$ cat src/rtl/ramp_adc_pkg.sv
package ramp_adc_pkg;

    typedef enum logic [1:0] {
        ORD_LIN  = 2'd0,
        ORD_QUAD = 2'd1,
        ORD_CUBE = 2'd2
    } ramp_order_e;

    typedef enum logic {
        PH_CLEAR = 1'b0,
        PH_RUN   = 1'b1
    } phase_e;

    typedef struct packed {
        logic valid;
        logic ovf;
    } result_flags_t;

    function automatic ramp_order_e decode_order(input logic [1:0] sel);
        case (sel)
            2'd1:    return ORD_QUAD;
            2'd2:    return ORD_CUBE;
            default: return ORD_LIN;
        endcase
    endfunction

endpackage

$ cat src/rtl/cmp_sync.sv
module cmp_sync #(
    parameter int STAGES = 2
) (
    input  logic clk,
    input  logic rst,
    input  logic clr,
    input  logic d,
    output logic q
);
    logic [STAGES-1:0] chain;

    generate
        if (STAGES == 1) begin : g_single
            always_ff @(posedge clk) begin
                if (rst || clr) chain <= '0;
                else            chain <= d;
            end
        end else begin : g_multi
            always_ff @(posedge clk) begin
                if (rst || clr) chain <= '0;
                else            chain <= {chain[STAGES-2:0], d};
            end
        end
    endgenerate

    assign q = chain[STAGES-1];
endmodule

$ cat src/rtl/clear_timer.sv
module clear_timer #(
    parameter int CLEAR_CYCLES = 4
) (
    input  logic clk,
    input  logic rst,
    input  logic active,
    output logic done
);
    localparam int TW = $clog2(CLEAR_CYCLES + 1);
    localparam logic [TW-1:0] LAST = TW'(CLEAR_CYCLES - 1);

    logic [TW-1:0] tick;

    always_ff @(posedge clk) begin
        if (rst || !active || done) tick <= '0;
        else                        tick <= tick + 1'b1;
    end

    assign done = active && (tick == LAST);

    // the discharge counter never passes its last value
    assert_timer_bound_R2: assert property (@(posedge clk) disable iff (rst)
        tick <= LAST);
endmodule

$ cat src/rtl/ramp_counter.sv
module ramp_counter #(
    parameter int CODE_W = 10
) (
    input  logic              clk,
    input  logic              rst,
    input  logic              clr,
    input  logic              inc,
    output logic [CODE_W-1:0] cnt,
    output logic              at_max
);
    always_ff @(posedge clk) begin
        if (rst || clr) cnt <= '0;
        else if (inc)   cnt <= cnt + 1'b1;
    end

    assign at_max = &cnt;

    // the count must never wrap back to zero while running
    assert_no_wrap_R7: assert property (@(posedge clk) disable iff (rst)
        (at_max && !clr) |=> (cnt != '0));
endmodule

$ cat src/rtl/ramp_adc_seq.sv
module ramp_adc_seq
    import ramp_adc_pkg::*;
#(
    parameter int CODE_W       = 10,
    parameter int CLEAR_CYCLES = 4,
    parameter int SYNC_STAGES  = 2
) (
    input  logic              clk,
    input  logic              rst,
    input  logic [1:0]        order_sel,
    input  logic              cmp_lin,
    input  logic              cmp_quad,
    input  logic              cmp_cube,
    output logic              integ_clear,
    output logic              integ_run,
    output logic [CODE_W-1:0] code,
    output logic              code_valid,
    output logic              code_ovf
);
    localparam logic [CODE_W-1:0] LATENCY  = CODE_W'(SYNC_STAGES);
    localparam logic [CODE_W-1:0] ALL_ONES = '1;

    phase_e         phase_q;
    ramp_order_e    order_q;
    result_flags_t  flags_q;
    logic           raw_cmp;
    logic           tripped;
    logic           clear_done;
    logic           in_clear;
    logic           in_run;
    logic [CODE_W-1:0] cnt;
    logic           cnt_max;

    assign in_clear = (phase_q == PH_CLEAR);
    assign in_run   = (phase_q == PH_RUN);

    // comparator multiplexer, selection frozen during the run phase
    always_comb begin
        case (order_q)
            ORD_QUAD: raw_cmp = cmp_quad;
            ORD_CUBE: raw_cmp = cmp_cube;
            default:  raw_cmp = cmp_lin;
        endcase
    end

    cmp_sync #(.STAGES(SYNC_STAGES)) u_sync (
        .clk (clk),
        .rst (rst),
        .clr (in_clear),
        .d   (raw_cmp),
        .q   (tripped)
    );

    clear_timer #(.CLEAR_CYCLES(CLEAR_CYCLES)) u_timer (
        .clk    (clk),
        .rst    (rst),
        .active (in_clear),
        .done   (clear_done)
    );

    ramp_counter #(.CODE_W(CODE_W)) u_cnt (
        .clk    (clk),
        .rst    (rst),
        .clr    (in_clear),
        .inc    (in_run && !tripped && !cnt_max),
        .cnt    (cnt),
        .at_max (cnt_max)
    );

    always_ff @(posedge clk) begin
        if (rst) begin
            phase_q <= PH_CLEAR;
            order_q <= ORD_LIN;
            flags_q <= '0;
            code    <= '0;
        end else begin
            flags_q.valid <= 1'b0;
            case (phase_q)
                PH_CLEAR: begin
                    order_q <= decode_order(order_sel);
                    if (clear_done) phase_q <= PH_RUN;
                end
                default: begin
                    if (tripped) begin
                        code          <= cnt - LATENCY;
                        flags_q.valid <= 1'b1;
                        flags_q.ovf   <= 1'b0;
                        phase_q       <= PH_CLEAR;
                    end else if (cnt_max) begin
                        code          <= ALL_ONES;
                        flags_q.valid <= 1'b1;
                        flags_q.ovf   <= 1'b1;
                        phase_q       <= PH_CLEAR;
                    end
                end
            endcase
        end
    end

    assign integ_clear = in_clear;
    assign integ_run   = in_run;
    assign code_valid  = flags_q.valid;
    assign code_ovf    = flags_q.ovf;

    // exactly one of discharge and integrate is commanded
    assert_phase_excl_R2: assert property (@(posedge clk) disable iff (rst)
        integ_clear ^ integ_run);

    // integration always begins from an empty count
    assert_count_zero_R2: assert property (@(posedge clk) disable iff (rst)
        $rose(integ_run) |-> (cnt == '0));

    // ramp order cannot change once integration is under way
    assert_order_hold_R5: assert property (@(posedge clk) disable iff (rst)
        (integ_run && $past(integ_run)) |-> $stable(order_q));

    // result strobe lasts a single clock
    assert_valid_pulse_R6: assert property (@(posedge clk) disable iff (rst)
        code_valid |=> !code_valid);

    // an overflow result always carries the all-ones code
    assert_ovf_code_R7: assert property (@(posedge clk) disable iff (rst)
        (code_valid && code_ovf) |-> (code == ALL_ONES));
endmodule

$ cat config.mk
export PLATFORM = sky130hd
export DESIGN_NAME = ramp_adc_seq
export DESIGN_NICKNAME = d
export VERILOG_FILES = /design/src/rtl/ramp_adc_pkg.sv /design/src/rtl/cmp_sync.sv /design/src/rtl/clear_timer.sv /design/src/rtl/ramp_counter.sv /design/src/rtl/ramp_adc_seq.sv
export SDC_FILE = /design/constraint.sdc
export NUM_CORES = 1
export LEC_CHECK = 0
export CAP_MARGIN = 5
export CORE_UTILIZATION = 55
export CTS_BUF_LIST = sky130_fd_sc_hd__clkbuf_4
export DETAILED_ROUTE_END_ITERATION = 8
export PLACE_DENSITY = 0.89
export SLEW_MARGIN = 20
export SYNTH_ARGS = -nofsm -noshare
export SYNTH_HDL_FRONTEND = slang
export SYNTH_HIERARCHICAL = 1
export SYNTH_SLANG_ARGS = --single-unit
$ cat constraint.sdc
create_clock -name clk -period 4.25 [get_ports clk]
set_input_delay 1.275 -clock clk [delete_from_list [all_inputs] [get_ports clk]]
set_output_delay 1.275 -clock clk [all_outputs]
set_load 0.02 [all_outputs]
; ---- After elaboration in Yosys (flattened, before gate mapping)
; Cells that the tools add are included.
; W data, S select, Z words.
[word_totals]
output_inout_bits = 14
input_bits = 7
wordCells = 39
ff_bits = 30
[op_classes]
mux = 10
n_addsub = 3
reduce_logical = 12
eq_ne = 5
n_bitwise = 1
[op_table]
columns = operator, count
row1 = $mux W10, 2
row2 = $add A10 B1 Y10 const B, 1
row3 = $reduce_and A10 Y1, 1
row4 = $sub A10 B2 Y10 const B, 1
row5 = $eq A2 B1 Y1 const B, 2
row6 = $eq A2 B2 Y1 const B, 2
row7 = $mux W1, 4
row8 = $mux W2, 2
row9 = $pmux W2 S2, 1
row10 = $add A3 B1 Y3 const B, 1
row11 = $eq A3 B2 Y1 const B, 1
row12 = $logic_and A1 B1 Y1, 3
row13 = $logic_or A1 B1 Y1, 3
row14 = $logic_not A1 Y1, 2
row15 = $pmux W1 S2, 1
row16 = $reduce_and A2 Y1, 1
row17 = $reduce_bool A2 Y1, 1
row18 = $reduce_or A2 Y1, 1
row19 = $not A1 Y1, 1

; ---- Longest topological paths before layout
[logic_depth]
depth_word = 4
mapped_depth = 8
ltp_nobuf = 7

; ---- By module
; The synthesis kept the hierarchy.
[by_module_without_submodules]
columns = module, area_per_inst_um2, instances, seq_area_each_um2, cells_each
row1 = ramp_adc_seq, 693.2, 1, 300.3, 80
row2 = ramp_counter, 455.4, 1, 200.2, 50
row3 = clear_timer, 126.4, 1, 60.1, 10
row4 = cmp_sync, 55.1, 1, 40.0, 4

; ---- Worst setup path before layout
; No wires, ideal clock.
[synth_timing]
path_type = register -> output
startpoint = reg phase_q, in the netlist integ_run
endpoint = out integ_clear
arrival_time_ns = 0.793
n_path_buf = 1
path_stages_with_launch = 3
slack_ns = 2.182
cell_sequence = dfxtp_1 -> buf_2 -> inv_1
[synth_between]
elab_chain_cells = 1
[synth_lines]
columns = element, line_no
row1 = from (decl), ramp_adc_seq.sv:23  ; phase_e phase_q;
row2 = from (signal assigned), ramp_adc_seq.sv:72  ; phase_q <= PH_CLEAR;
row3 = from (signal assigned), ramp_adc_seq.sv:81  ; if (clear_done) phase_q <= PH_RUN;
row4 = from (signal assigned), ramp_adc_seq.sv:88  ; phase_q <= PH_CLEAR;
row5 = $not A1 Y1, --
row6 = to (decl), ramp_adc_seq.sv:14  ; output logic integ_clear,
; No other way between the ends.

; ---- Final worst setup path
; Ends and elaborated chain as after synthesis.

==> reports/results.tsv <==
stage	metric	value	unit
global_route	GRT met3 Usage	0.09524	
logic_synthesis	ys flop type	dfxtp_1	
clock_network	cts bufs inserted	5	
route	final wirelength	2771	um
place	dpl hpwl	1907	um
sta	final hold vios	0	
critical_path	R2R Path End	u_cnt/cnt[9]	
die	chip width	51.18	um
finish	n_diodes	0	
logic_synthesis	Async SR Flop Fraction	0	
pwr	Seq pwr share	0.597	
die	Die H	51.18	um
job	MaxCap Viol Count	0	
critical_path	reg2reg start	u_cnt/cnt[1]	
critical_path	Critical Path End Type	output pin	
finish	multi-input logic area	678.2	um^2
logic_synthesis	most frequent cell after synthesis	dfxtp_1	
worst_hold_path	worst min-delay path startpoint	u_timer/tick[0]	
pwr	Switching Power	124.0	uW
die	# IOs	21	
logic_synthesis	Yosys Warn Count	6	
route	DRC violations left	0	
clock_network	Post-CTS Hold Fix Bufs	0	
place	Placed Cells	186	
worst_hold_path	Hold Path Class	register to register	
finish	Fillers	177	
clock_network	clk buf depth	2	
critical_path	CP Class	register to output pin	
route	wire per inst	14.36	um
logic_synthesis	synthesized instance count	144	
pwr	VDD IR max	0.2535	mV
logic_synthesis	Yosys top cell area share	0.4516	
route	DRT Pass-1 Iters	4	
logic_synthesis	Synth Cell Area	1330	um^2
clock_network	clock tree sinks	30	
logic_synthesis	Synth top cells by count	dfxtp_1 (30), nor2_1 (20), a21oi_1 (7), inv_1 (7)	
clock_network	Worst-Skew Late Latency	0.33	ns
die	row count	17	
global_route	met1 Use GR	0.2682	
clock_network	TritonCTS clock tree	done	
sta	Slew HR	0.5169	
global_route	GRT met2 Usage	0.3816	
worst_hold_path	Hold EP	u_timer/tick[0]	
outcome	status	completed	
finish	Register Area	600.6	um^2
sta	max-slew violation count	0	
global_route	global route total overflow	0	
global_route	largest net degree at the start of global routing	22	
sta	Final period util	0.6929	
pwr	Comb pwr share	0.088	
logic_synthesis	register bit total from synthesis	30	
logic_synthesis	Area contributors post-synth	dfxtp_1 (45%), ha_1 (5.6%), nor2_1 (5.6%), o31ai_1 (3.4%), a311oi_1 (3.3%)	
logic_synthesis	Cell variety after synth	36	
global_route	initial antenna violation count	0	
sta	Setup violations, final	0	
clock_network	Root Buffer	clkbuf_4	
pwr	Internal Power	369.9	uW
critical_path	worst path required time	2.97	ns
global_route	GRT busiest layer	met2	
sta	setup skew after layout	0.01092	ns
sta	RSZ-0062 raised after global routing	no	
finish	area grow syn2layout	19.38	%
finish	layout cells sized above 1	0.08485	
sta	Fin Setup TNS	0	ns
finish	NumNets Final	178	
die	CORE AREA	2255	um^2
global_route	Tot GR Track Use	0.2363	
route	vias	1140	
place	Buffers on Ports	20	
pwr	Static Leak	0.5721	nW
logic_synthesis	Synth Area per Inst	9.236	um^2
critical_path	crit path max fanout	11	
finish	Post-Layout Cell Count	193	
sta	fmax	339.6	MHz
worst_hold_path	Hold Path Stages	1	
global_route	first-pass GRT wire length	4422	um
route	DR vias/cell	5.907	
route	antenna-violating nets left	0	
die	Initial Utilization	0.5899	
global_route	vias in the first global route	1030	
route	Initial DRC Count	22	
critical_path	CP arrival	1.67	ns
clock_network	Reg clk slew, reported paths	0.09	ns
critical_path	r2r worst-path depth	7	
clock_network	H-tree levels	2	
clock_network	CTS resizes	0	
place	gpl congestion	0.8030	
logic_synthesis	Syn Nets	157	
pwr	pwr/cell area	311.1	nW/um^2
die	die area	2619	um^2
sta	Final Critical Period	2.945	ns
critical_path	slack of the worst reg-to-reg path	1.78	ns
logic_synthesis	Post-synth EDFFs	0	
pwr	switching share of power	0.2511	
pwr	clock power share	0.315	
logic_synthesis	cell taking the most area after synthesis	dfxtp_1	
clock_network	setup bufs post-CTS	0	
logic_synthesis	Seq/Total Area, Yosys	0.4516	
sta	Tightest Pin Transition	0.7192	ns
critical_path	CP startpoint kind	register	
==> worst max path at each step <==
stage	cells past startpoint	start	to	slack [ns]
6_report	2	integ_run	integ_clear	1.31
5_1_grt	2	integ_run	integ_clear	1.21
4_1_cts	2	integ_run	integ_clear	1.30
3_5_place_dp	3	rst	u_cnt/cnt[8]	1.45
3_3_place_gp	3	rst	u_cnt/cnt[5]	1.49
2_1_floorplan	2	integ_run	integ_clear	2.18
==> cell families after synthesis <==
| logic type | Yosys count | share of synthesized area |
|---|---|---|
| adder cells (fa/ha/maj) | 6 | 0.05644 |
| XOR/XNOR | 6 | 0.03951 |
| AND/OR/NAND/NOR | 58 | 0.2559 |
| AO/OA/AOI/OAI | 30 | 0.1505 |
| buffers and inverters | 13 | 0.03856 |
| flip-flops | 30 | 0.4516 |
| multiplexers | 1 | 0.007526 |
==> layout by cell type (no fill, tap or decap), types with 3 or more instances in the layout <==
cell	synthesis	layout
a311oi_1	5	5
nor3b_1	3	3
dfxtp_1	30	30
a21oi_1	7	7
nand2_1	4	4
ha_1	6	6
nor2_1	20	20
inv_1	7	7
a211oi_1	3	3
clkdlybuf4s50_1	0	20
nor3_1	5	5
or4_1	5	5
o21ai_0	3	3
clkbuf_4	0	5
nand3_1	4	4
o31ai_1	6	6
xor2_1	5	5
or3_1	4	4
==> area by class of cell <==
| type | instances | area share |
|---|---|---|
| clock buffer | 5 | 0.02364 |
| clock inverter | 2 | 0.006304 |
| inverter | 7 | 0.01655 |
| multi-input combinational | 101 | 0.4271 |
| sequential | 30 | 0.3783 |
| tap | 28 | 0.02206 |
| timing repair buffer | 20 | 0.1261 |
==> power groups by stage <==
stage | clock, mW | sequential, mW | combinational (mW)
global placement | 0 | 0.301 | 0.0405
global route | 0.170 | 0.296 | 0.0482
floorplan | 0 | 0.300 | 0.0288
CTS | 0.158 | 0.295 | 0.0434
finish | 0.155 | 0.295 | 0.0435
detailed placement | 0 | 0.302 | 0.0426
==> flip-flops by register name, summed over array words and instances (netlist names) <==
register	flops
u_sync/chain	2
u_timer/tick	3
integ_run	1
order_q	2
u_cnt/cnt	10
code_valid	1
code_ovf	1
code	10
==> layer usage <==
layer	vias to the layer above	part of all wire	routed length, um
met3	6	0.046	127
met4	0	0.014	40
met5	-	0	0
met1	543	0.44	1232
met2	27	0.49	1371
li1	564	-	-
==> stage by stage <==
| step | hold WS, ns | cell area [um^2] | power, mW | utilization | worst slack [ns] |
|---|---|---|---|---|---|
| after floorplan | 0.4046 | 1330 | 0.3284 | - | 2.182 |
| after global placement | 0.4182 | 1540 | 0.3415 | 0.6831 | 1.486 |
| after detailed placement | 0.4365 | 1540 | 0.3443 | 0.6831 | 1.448 |
| after CTS | 0.4481 | 1588 | 0.4967 | 0.7042 | 1.305 |
| after global routing | 0.4575 | 1588 | 0.5149 | 0.7042 | 1.214 |
| final | 0.4480 | 1588 | 0.4939 | 0.7042 | 1.305 |
==> worst max-delay path, cell delays in order, from the launching register on <==
cell and delay, ns:
dfxtp_1 0.53, inv_1 0.23, clkdlybuf4s50_1 0.58
No activity file was read; power rests on OpenSTA's default activity.
